File: config.mk
export PLATFORM = sky130hd
export DESIGN_NAME = regacc_slave
export DESIGN_NICKNAME = d
export VERILOG_FILES = /design/src/rtl/regacc_pkg.sv /design/src/rtl/regacc_sync.sv /design/src/rtl/regacc_edge.sv /design/src/rtl/regacc_collect.sv /design/src/rtl/regacc_slave.sv
export SDC_FILE = /design/constraint.sdc
export NUM_CORES = 1
export LEC_CHECK = 0
export ABC_AREA = 0
export CAP_MARGIN = 20
export CORE_ASPECT_RATIO = 0.9
export CORE_MARGIN = 4
export CORE_UTILIZATION = 50
export CTS_CLUSTER_DIAMETER = 30
export DETAILED_ROUTE_END_ITERATION = 8
export PLACE_DENSITY_LB_ADDON = 0.25
export SYNTH_ARGS = -nofsm -noshare
export SYNTH_HDL_FRONTEND = slang
export SYNTH_HIERARCHICAL = 1
export SYNTH_SLANG_ARGS = --single-unit
File: constraint.sdc
create_clock -name clk -period 4 [get_ports clk]
set_input_delay 1 -clock clk [delete_from_list [all_inputs] [get_ports clk]]
set_output_delay 1 -clock clk [all_outputs]
set_load 0.01 [all_outputs]
File: src/rtl/regacc_pkg.sv
package regacc_pkg;
  typedef enum logic {
    MODE_PAR = 1'b0,
    MODE_SER = 1'b1
  } mode_e;
endpackage

File: src/rtl/regacc_sync.sv
module regacc_sync #(
  parameter int W      = 1,
  parameter int STAGES = 2
) (
  input  logic         clk,
  input  logic         rst_n,
  input  logic [W-1:0] async_i,
  output logic [W-1:0] sync_o
);
  logic [W-1:0] stage_q [STAGES];

  for (genvar s = 0; s < STAGES; s++) begin : g_stage
    if (s == 0) begin : g_first
      always_ff @(posedge clk or negedge rst_n) begin
        if (!rst_n) stage_q[s] <= '0;
        else        stage_q[s] <= async_i;
      end
    end else begin : g_rest
      always_ff @(posedge clk or negedge rst_n) begin
        if (!rst_n) stage_q[s] <= '0;
        else        stage_q[s] <= stage_q[s-1];
      end
    end
  end

  assign sync_o = stage_q[STAGES-1];
endmodule

File: src/rtl/regacc_edge.sv
module regacc_edge (
  input  logic clk,
  input  logic rst_n,
  input  logic stb_s_i,
  input  logic aclk_s_i,
  output logic stb_rise_o,
  output logic aclk_rise_o
);
  logic stb_q, aclk_q;

  always_ff @(posedge clk or negedge rst_n) begin
    if (!rst_n) begin
      stb_q  <= 1'b0;
      aclk_q <= 1'b0;
    end else begin
      stb_q  <= stb_s_i;
      aclk_q <= aclk_s_i;
    end
  end

  assign stb_rise_o  = stb_s_i & ~stb_q;
  assign aclk_rise_o = aclk_s_i & ~aclk_q;
endmodule

File: src/rtl/regacc_collect.sv
module regacc_collect #(
  parameter int ADDR_W = 8,
  parameter int DATA_W = 8,
  parameter int BUS_W  = 8
) (
  input  logic              clk,
  input  logic              rst_n,
  input  regacc_pkg::mode_e mode_i,
  input  logic              stb_i,
  input  logic              stb_rise_i,
  input  logic              aclk_rise_i,
  input  logic [BUS_W-1:0]  data_i,
  output logic              wr_en_o,
  output logic [ADDR_W-1:0] wr_addr_o,
  output logic [DATA_W-1:0] wr_data_o
);
  import regacc_pkg::*;

  localparam int WORD_W = ADDR_W + DATA_W;
  localparam int PBEATS = WORD_W / BUS_W;
  localparam int CNT_W  = $clog2(WORD_W + 1);
  localparam logic [CNT_W-1:0] SER_LAST = CNT_W'(WORD_W - 1);
  localparam logic [CNT_W-1:0] PAR_LAST = CNT_W'(PBEATS - 1);

  logic [CNT_W-1:0]  cnt_q, cnt_d, base;
  logic [WORD_W-1:0] sh_q, sh_d;
  logic              done;
  logic [CNT_W-1:0]  last;

  always_comb begin
    cnt_d = cnt_q;
    sh_d  = sh_q;
    done  = 1'b0;
    base  = stb_rise_i ? '0 : cnt_q;
    last  = (mode_i == MODE_SER) ? SER_LAST : PAR_LAST;
    if (!stb_i || stb_rise_i) cnt_d = '0;
    if (stb_i && aclk_rise_i) begin
      if (mode_i == MODE_SER) sh_d = {sh_q[WORD_W-2:0], data_i[0]};
      else                    sh_d = {sh_q[WORD_W-BUS_W-1:0], data_i};
      if (base == last) begin
        done  = 1'b1;
        cnt_d = '0;
      end else begin
        cnt_d = base + 1'b1;
      end
    end
  end

  always_ff @(posedge clk or negedge rst_n) begin
    if (!rst_n) begin
      cnt_q     <= '0;
      sh_q      <= '0;
      wr_en_o   <= 1'b0;
      wr_addr_o <= '0;
      wr_data_o <= '0;
    end else begin
      cnt_q   <= cnt_d;
      sh_q    <= sh_d;
      wr_en_o <= done;
      if (done) begin
        wr_addr_o <= sh_d[WORD_W-1:DATA_W];
        wr_data_o <= sh_d[DATA_W-1:0];
      end
    end
  end
endmodule

File: src/rtl/regacc_slave.sv
module regacc_slave #(
  parameter int ADDR_W      = 8,
  parameter int DATA_W      = 8,
  parameter int BUS_W       = 8,
  parameter int SYNC_STAGES = 2
) (
  input  logic              clk,
  input  logic              rst_n,
  input  logic              mode_i,
  input  logic              acc_strobe_i,
  input  logic              acc_clk_i,
  input  logic [BUS_W-1:0]  acc_data_i,
  output logic              wr_en_o,
  output logic [ADDR_W-1:0] wr_addr_o,
  output logic [DATA_W-1:0] wr_data_o
);
  import regacc_pkg::*;

  localparam int SYNC_W = BUS_W + 3;

  logic [SYNC_W-1:0] sync_s;
  logic              stb_s, aclk_s, mode_s;
  logic [BUS_W-1:0]  data_s;
  logic              stb_rise, clk_rise;

  regacc_sync #(.W(SYNC_W), .STAGES(SYNC_STAGES)) u_sync (
    .clk     (clk),
    .rst_n   (rst_n),
    .async_i ({mode_i, acc_strobe_i, acc_clk_i, acc_data_i}),
    .sync_o  (sync_s)
  );

  assign {mode_s, stb_s, aclk_s, data_s} = sync_s;

  regacc_edge u_edge (
    .clk         (clk),
    .rst_n       (rst_n),
    .stb_s_i     (stb_s),
    .aclk_s_i    (aclk_s),
    .stb_rise_o  (stb_rise),
    .aclk_rise_o (clk_rise)
  );

  regacc_collect #(.ADDR_W(ADDR_W), .DATA_W(DATA_W), .BUS_W(BUS_W)) u_collect (
    .clk         (clk),
    .rst_n       (rst_n),
    .mode_i      (mode_e'(mode_s)),
    .stb_i       (stb_s),
    .stb_rise_i  (stb_rise),
    .aclk_rise_i (clk_rise),
    .data_i      (data_s),
    .wr_en_o     (wr_en_o),
    .wr_addr_o   (wr_addr_o),
    .wr_data_o   (wr_data_o)
  );
endmodule

# After elaboration in Yosys (flattened, before gate mapping)
# Cells that the tools add are included.
[classes]
n_addsub = 1
eq_ne = 1
mux = 9
n_bitwise = 4
reduce_logical = 4
[ops]
columns = ["op", "n"]
rows = [
  ["$mux 16", 2],
  ["$mux 5", 4],
  ["$add 5x1->5 const B", 1],
  ["$eq 5x5->1", 1],
  ["$mux 4", 1],
  ["$and 1x1->1", 2],
  ["$mux 1", 2],
  ["$not 1->1", 2],
  ["$reduce_bool 2->1", 1],
  ["$logic_and 1x1->1", 1],
  ["$logic_not 1->1", 1],
  ["$logic_or 1x1->1", 1],
]
[word_totals]
reg_bits = 62
in_bits = 13
output_inout_bits = 17
wordCells = 28

# Longest topological paths before layout
# Gate-level depths: netlist of the first run.
[logic_depth]
ltp_word = 6
mapped_depth = 7
depth_no_buf = 5

# Cells and area by module
# The synthesis of the first run kept the hierarchy.
[by_module_without_submodules]
columns = ["mod", "instances", "cells_per_inst", "area_each_um2"]
rows = [
  ["regacc_collect", 1, 151, 1626.6],
  ["regacc_sync", 1, 33, 633.1],
  ["regacc_edge", 1, 4, 77.6],
]

# Worst setup path before layout of the first run
# Ideal clock, no wire load.
[synth_path]
kind = "register to register"
start = "register u_sync.stage_q, in the netlist u_sync/sync_o[10]"
end = "register u_collect.wr_data_o[0]"
setup_time_ns = 0.125
arrival_ns = 1.807
required_ns = 3.875
path_slack_ns = 2.068
stages_incl_launch_ff = 6
period_less_slack_ns = 1.932
cell_sequence = "dfrtp_1 -> buf_4 -> buf_6 -> or4_4 -> a211oi_4 -> mux2_2"
[synth_via]
elab_chain_cells = 4
[synth_lines]
columns = ["element", "line_no", "text"]
rows = [
  ["from (decl)", "regacc_sync.sv:10", "logic [W-1:0] stage_q [STAGES];"],
  ["from (signal, indexed assignment)", "regacc_sync.sv:21", "else stage_q[s] <= stage_q[s-1];"],
  ["$mux 4", "regacc_collect.sv:35", "last = (mode_i == MODE_SER) ? SER_LAST : PAR_LAST;"],
  ["$eq 5x5->1", "regacc_collect.sv:40", "if (base == last) begin"],
  ["$mux 1", "regacc_collect.sv:40", ""],
  ["$mux 1", "regacc_collect.sv:37", "if (stb_i && aclk_rise_i) begin"],
  ["to (signal assigned)", "regacc_collect.sv:62", "wr_data_o <= sh_d[DATA_W-1:0];"],
  ["to (decl)", "regacc_collect.sv:15", "output logic [DATA_W-1:0] wr_data_o"],
]
# Every way passes these cells.
# A chain may end at the register's enable or synchronous reset.

# Worst setup path in the final report of the first run
[layout_path]
start = "register u_sync.stage_q, in the netlist u_sync/sync_o[10]"
end = "register u_collect.wr_addr_o[4]"
[layout_via]
elab_chain_cells = 4
word_cells_on_any_way = 6
cone_classes = "1 x eq/ne; 5 x mux"
[layout_lines]
columns = ["element", "line_no", "text"]
rows = [
  ["$mux 4", "regacc_collect.sv:35", ""],
  ["$eq 5x5->1", "regacc_collect.sv:40", ""],
  ["$mux 1", "regacc_collect.sv:40", ""],
  ["$mux 1", "regacc_collect.sv:37", ""],
  ["to (signal assigned)", "regacc_collect.sv:61", "wr_addr_o <= sh_d[WORD_W-1:DATA_W];"],
  ["to (decl)", "regacc_collect.sv:14", "output logic [ADDR_W-1:0] wr_addr_o,"],
]
# Parallel ways exist; a longest one is shown, timed or not.

==> results of run 1 <==
## cell type report
class	instances	area [um2]
Sequential cell	61	1530
Clock inverter	5	27.5
Inverter	2	7.51
Timing Repair Buffer	32	320
Tap cell	62	77.6
Multi-Input combinational cell	105	661
Fill cell	365	1730
Clock buffer	10	138
## stage by stage
step                setup WS [ns]  cells
floorplan                    2.07    188
global placement             1.53    261
detailed placement           1.47    261
CTS                          1.45    276
global route                 1.27    277
finish                       1.47    277
## state kept, by name, indices dropped and copies added (netlist names)
| name | cells |
|---|---|
| u_collect/sh_q | 15 |
| u_sync/stage_q | 11 |
| u_sync/sync_o | 11 |
| u_collect/wr_addr_o | 8 |
| u_collect/wr_data_o | 8 |
| u_collect/cnt_q | 5 |
| u_collect/wr_en_o | 1 |
| u_edge/aclk_q | 1 |
| u_edge/stb_q | 1 |
## placed cells by master, fill, tap and decap left out, types with 2 or more instances in the layout
cell	n
dfrtp_1	61
nor2_1	30
a21oi_1	29
clkdlybuf4s50_1	28
mux2i_1	15
clkbuf_8	10
clkinv_2	4
nand2_1	3
buf_4	2
mux2_2	2
a21oi_2	2
inv_1	2
nor2b_1	2
a31oi_1	2
nor2b_4	2
## cell families (layout without fill, tap and decap cells)
family	count (synthesis)	after routing	share of synthesized area, %
flip-flops	61	61	65.3
AND/OR/NAND/NOR	47	47	10.0
AO/OA/AOI/OAI	40	40	10.5
buffers and inverters	22	49	6.42
multiplexers	17	17	7.39
XOR/XNOR	1	1	0.375
## power by group through the flow
stage          sequential (uW)  combinational [uW]  clock, uW
6_report                   760                 250        451
5_1_grt                    770                 276        493
4_1_cts                    760                 252        468
3_5_place_dp               772                 250          0
3_3_place_gp               768                 244          0
2_1_floorplan              773                 119          0
## layer usage
metal / up-vias / share of wire [%] / wire (um) / global-route usage (%)
met3: 6 / 6.6 / 250 / 6.79
met1: 682 / 46 / 1720 / 19.1
met4: 0 / 0.90 / 34 / 5.44
li1: 687 / - / - / -
met5: - / 0 / 0 / 0
met2: 43 / 47 / 1750 / 22.1
## worst max path at each step
stage | startpoint | slack (ns) | to | depth (start not counted)
2_1_floorplan | u_sync/sync_o[10] | 2.07 | u_collect/wr_data_o[0] | 5
3_3_place_gp | u_sync/sync_o[10] | 1.53 | u_collect/wr_data_o[7] | 5
4_1_cts | u_sync/sync_o[10] | 1.45 | u_collect/wr_addr_o[4] | 5
5_1_grt | u_sync/sync_o[10] | 1.27 | u_collect/wr_addr_o[4] | 5
6_report | u_sync/sync_o[10] | 1.47 | u_collect/wr_addr_o[4] | 5
3_5_place_dp | u_sync/sync_o[10] | 1.47 | u_collect/wr_addr_o[4] | 5
==> impl_results.md, run 1 <==
- Clk_lat worst skew: approximately 0.33 ns
- Final ANT Viol Nets: 0
- Max-slew violations: 0
- Crit Path Category: register to register
- Core box area: about 0.0045 mm2
- HPWL after detailed placement: ~2600 um
- Syn nets: 201
- Rows: 23
- PnR Total Power: between 1000 and 1500 uW
- Initial drt markers: 93
- Number of buffers and inverters on the critical path: 1
- Reg-to-reg endpoint: u_collect/wr_addr_o[4]
- Post-CTS Setup Repair Bufs: 0
- Drt first pass iters: 4
- Residual DRC count: 0
- Vert. Die Dim: 72.9 um
- Routed WL: ~3800 um
- CP max-delay cell: dfrtp_1
- Min-delay src: u_sync/stage_q[21]
- Sequential fraction of the synthesis area: between 60% and 70%
- Gr usage total: between 10% and 20%
- Number of flops mapped to enable cells by yosys: 0
- Reg2reg setup slack: approximately 1.5 ns
- Most common cell in the netlist: dfrtp_1
- Gate power share: 17.1%
- Critical path's top delay family: simple AND/OR/NAND/NOR gates
- Wire per inst: around 14 um
- Max Root-Sink Buffers: 2
- Share of the synthesized area in the top cell type: approximately two thirds
- Critical Path AT: roughly 2.8 ns
- Die width: between 80 and 90 um
- Min Clock Period, post-route: between 2 and 3 ns
- Internal power: around 1100 uW
- Sequential Power Share: 52.0%
- ANT cells: 0
- H-Tree Depth: 3
- Syn Inst Count: 188
- I/O Buffers: 29
- CTS Sinks: 61
- RSZ-0062 raised after global routing: false
- Tightest Hold Check Type: register to register
- Final instance area: around 0.0028 mm2
- Max Clk Rate: ~0.40 GHz
- Root Driver: clkbuf_8
- Netlist cell types: 33
- Reg2reg start: u_sync/sync_o[10]
- Startpoint Class: register
- Setup TNS Final: 0 ns
- Mean Syn Cell Area: 12.4 um2
- Run status: finished, final reports clean
- Placer congestion estimate: around 0.75
- Clock Power Share: between 30% and 40%
- Global-route wire length before repair: 6480 um
- Relative slew slack: 36.8%
- Critical path required time: ~4.3 ns
- Clock skew: about 0.0068 ns
- Synth area leaders: dfrtp_1 (65%), mux2i_1 (6.4%), a21oi_1 (6.2%), nor2_1 (4.8%), buf_4 (3.9%)
- Util after Layout: 61.4%
- WHS Endpoint: u_sync/sync_o[10]
- Max IR drop VDD: 0.302 mV
- Vias in the first global route: 1,387
- Setup violations, final: 0
- Flops & latches, synth: a little over 60
- Share of layout cells above drive strength 1: between 10 and 15%
- Final net count: ~220
- Via density: approximately 5.1
- Post-synth ARST share: between 90% and 100%
- Worst hold path stage count: 0
- Area grow syn2layout: 18.0%
- Post-Syn Area: approximately 0.0023 mm2
- CTS resizes: 0
- CTS Buf Count: 9
- Crit. End Element: register
- R2R cell count: 5
- Tcrit/Tclk final: a little over three fifths
- Worst stage delay on the critical path: roughly 0.7 ns
- Hold slack: about 0.35 ns
- Slew of the pin with the lowest slew margin: 0.948 ns
- Vias: between 1,000 and 1,500
- Leakage: between 0.001 and 0.0015 uW
- Largest net degree at the start of global routing: 52
- Sw power: 388 uW
- DIE AREA: approximately 0.0058 mm2
- Area leader, netlist: dfrtp_1
- Starting Density: 52.1%
- Top-level I/O count: 30
- Number of synthesis warnings: 6
- Main flop type after synthesis: dfrtp_1
- Switching power share of the total: a little over a quarter
- Endpoints failing hold: 0
- Congestion Overflow GR: 0
- Initial antenna violation count: 0
- Post-synth top cells: dfrtp_1 (61), nor2_1 (30), a21oi_1 (29), mux2i_1 (15), buf_4 (12)
- Pwr dens: roughly 530 mW/mm2
- Max-Cap Viols: 0
- Placed cell area: 0.00257 mm2
- Hold_buf cts: 0
- Crit-path max FO: 19
- CP cell instances: or4_4 -> a211oi_4 -> buf_4 -> nor2_1 -> a21oi_1
- CTS tree: yes
- Clock transition at path regs: around 0.06 ns
Note: power is estimated with default switching activity, not from simulation.
==> inputs of run 2 (changes only) <==
--- a/config.mk
+++ b/config.mk
@@ -9,7 +9,7 @@
 export CAP_MARGIN = 20
 export CORE_ASPECT_RATIO = 0.9
 export CORE_MARGIN = 4
-export CORE_UTILIZATION = 50
+export CORE_UTILIZATION = 48
 export CTS_CLUSTER_DIAMETER = 30
 export DETAILED_ROUTE_END_ITERATION = 8
 export PLACE_DENSITY_LB_ADDON = 0.25
==> constraint.sdc (replaced) <==
create_clock -name clk -period 2.25 [get_ports clk]
set_input_delay 0.5625 -clock clk [delete_from_list [all_inputs] [get_ports clk]]
set_output_delay 0.5625 -clock clk [all_outputs]
set_load 0.01 [all_outputs]
==> run 2 against run 1 <==
  * Via count is 1.6% higher
  * Sequential power is 76% higher
  * Sequential share of layout area is 0.84 points lower
  * Cell area is 1.5% higher
  * Utilization is 0.23 points lower
  * Clock-buffer cell count is 2 higher
  * Routed wire length is 5.3% higher
  * Clock power is 110% higher
  * Setup slack worse by 1.1 ns
  * Flip-flop and latch count stayed put
  * Highest routed layer unchanged
  * Total power is 87% higher
  * Clock skew is 0.0013 ns higher
==> impl_results.md, run 2 (synthesis gave the netlist of run 1 again) <==
- CTS Sinks: 61
- Register area: roughly 0.0015 mm2
- CTS tree: yes
- Clock transition at path regs: about 0.07 ns
- Crit. End Element: register
- Endpoints failing hold: 0
- Reg-to-reg endpoint: u_collect/wr_addr_o[0]
- Starting Density: just over 50%
- Relative slew slack: 65.6%
- Largest Register: u_collect/sh_q
- Startpoint Class: register
- Residual DRC count: 0
- Die width: 81.6 um
- Worst Setup SP: u_collect/cnt_q[3]
- Max-slew violations: 0
- DIE AREA: ~0.0061 mm2
- HPWL after detailed placement: between 2000 and 3000 um
- Gr usage total: roughly 16%
- Min Clock Period, post-route: around 1.9 ns
- Post-CTS Setup Repair Bufs: 0
- DR WL met2: about 1900 um
- ANT cells: 0
- Initial drt markers: 80
- Crit Path Category: register to register
- Routed WL: between 3000 and 4000 um
- Vert. Die Dim: around 74 um
- Max reg flops: 15
- Pwr dens: 973 mW/mm2
- Dpl cells: between 200 and 300
- Cell Count, Final, Fillers Out: 280
- Area grow syn2layout: 19.8%
- Reg2reg start: u_collect/cnt_q[3]
- Placer congestion estimate: a little over 0.7
- Critical Path AT: about 2.1 ns
- Via density: 5.15
- Max-Cap Viols: 0
- Max Clk Rate: about 0.54 GHz
- Most frequent cells in the layout: dfrtp_1 (61), nor2_1 (30), a21oi_1 (29)
- Vias: between 1,000 and 1,500
- Critical path required time: roughly 2.5 ns
- Clk_lat worst skew: about 0.33 ns
- Routed wl met3: ~240 um
- Final net count: 226
- M1 wire length: ~1700 um
- Largest net degree at the start of global routing: 40
- RSZ-0062 raised after global routing: false
- Tcrit/Tclk final: 82.3%
- Vias in the first global route: approximately 1,500
- Max IR drop VDD: 0.574 mV
- Worst setup path end: u_collect/wr_addr_o[0]
- Final ANT Viol Nets: 0
- Setup TNS Final: 0 ns
- Most common cell after layout, fill and taps aside: dfrtp_1
- Global-route wire length before repair: approximately 7000 um
- Run status: finished, final reports clean
- Core box area: 0.00458 mm2
- Hold_buf cts: 0
- Slew of the pin with the lowest slew margin: about 0.52 ns
- Tightest Hold Check Type: primary input to async pin
- Max Root-Sink Buffers: 2
- Rows: 23
- Clock skew: ~0.0080 ns
- Wire per inst: ~14 um
- Top-level I/O count: 30
- Drt first pass iters: 4
- Share of layout cells above drive strength 1: approximately an eighth
- Leakage: between 0.001 and 0.0015 uW
- Initial antenna violation count: 0
- H-Tree Depth: 3
- I/O Buffers: 29
- Crit-path max FO: 17
- CTS resizes: 0
- Reg2reg setup slack: 0.40 ns
- Combined area of the multi-input logic cells: approximately 660 um2
- Setup violations, final: 0
- Highest metal used: met4
- CTS Buf Count: 9
- Root Driver: clkbuf_8
- Congestion Overflow GR: 0
- Layout fillers: roughly 370
- R2R cell count: 5
==> run 2: cell type report <==
class | instances | area share, %
clock inverters | 4 | 1.70
inverters | 2 | 0.268
flip-flops and latches | 61 | 54.5
clock buffers | 12 | 5.18
multi-input cells | 105 | 23.6
well taps | 62 | 2.77
repair buffers | 34 | 12.0
==> run 2: how the worst min path moves through the flow <==
stage	cells after the start	to	slack (ns)
after floorplan	0	u_collect/cnt_q[0]	0.27
after global placement	0	u_sync/sync_o[6]	0.33
after detailed placement	0	u_sync/sync_o[0]	0.34
after CTS	1	u_collect/sh_q[12]	0.19
after global routing	1	u_collect/sh_q[12]	0.22
final	1	u_collect/wr_addr_o[3]	0.20
==> run 2: where the power goes <==
group / switching (uW) / internal, uW / total, uW
clock network: 393 / 538 / 931
registers: 90.3 / 1250 / 1340
logic: 212 / 241 / 453
==> run 2: stage by stage <==
| step | worst slack [ns] | power [uW] | instance area, um2 | util (%) | hold WS (ns) |
|---|---|---|---|---|---|
| finish | 0.399 | 2730 | 2800 | 61.2 | 0.199 |
| global route | 0.296 | 2880 | 2800 | 61.2 | 0.216 |
| CTS | 0.386 | 2760 | 2800 | 61.2 | 0.194 |
| detailed placement | 0.416 | 1820 | 2610 | 57.0 | 0.336 |
| global placement | 0.540 | 1800 | 2610 | 57.0 | 0.332 |
| floorplan | 0.318 | 1590 | 2340 | - | 0.267 |
==> run 2: routing by layer <==
| metal | up-vias | global-route usage, % |
|---|---|---|
| met5 | - | 0 |
| met4 | 0 | 8.07 |
| met3 | 9 | 7.02 |
| met2 | 46 | 24.2 |
| met1 | 708 | 19.0 |
| li1 | 678 | - |
==> run 2: critical path, cell delays in order (launching register included) <==
cell and delay (ns):
dfrtp_1 0.45, or4_4 0.56, a211oi_4 0.29, buf_4 0.26
nor2_1 0.06, a21oi_1 0.14
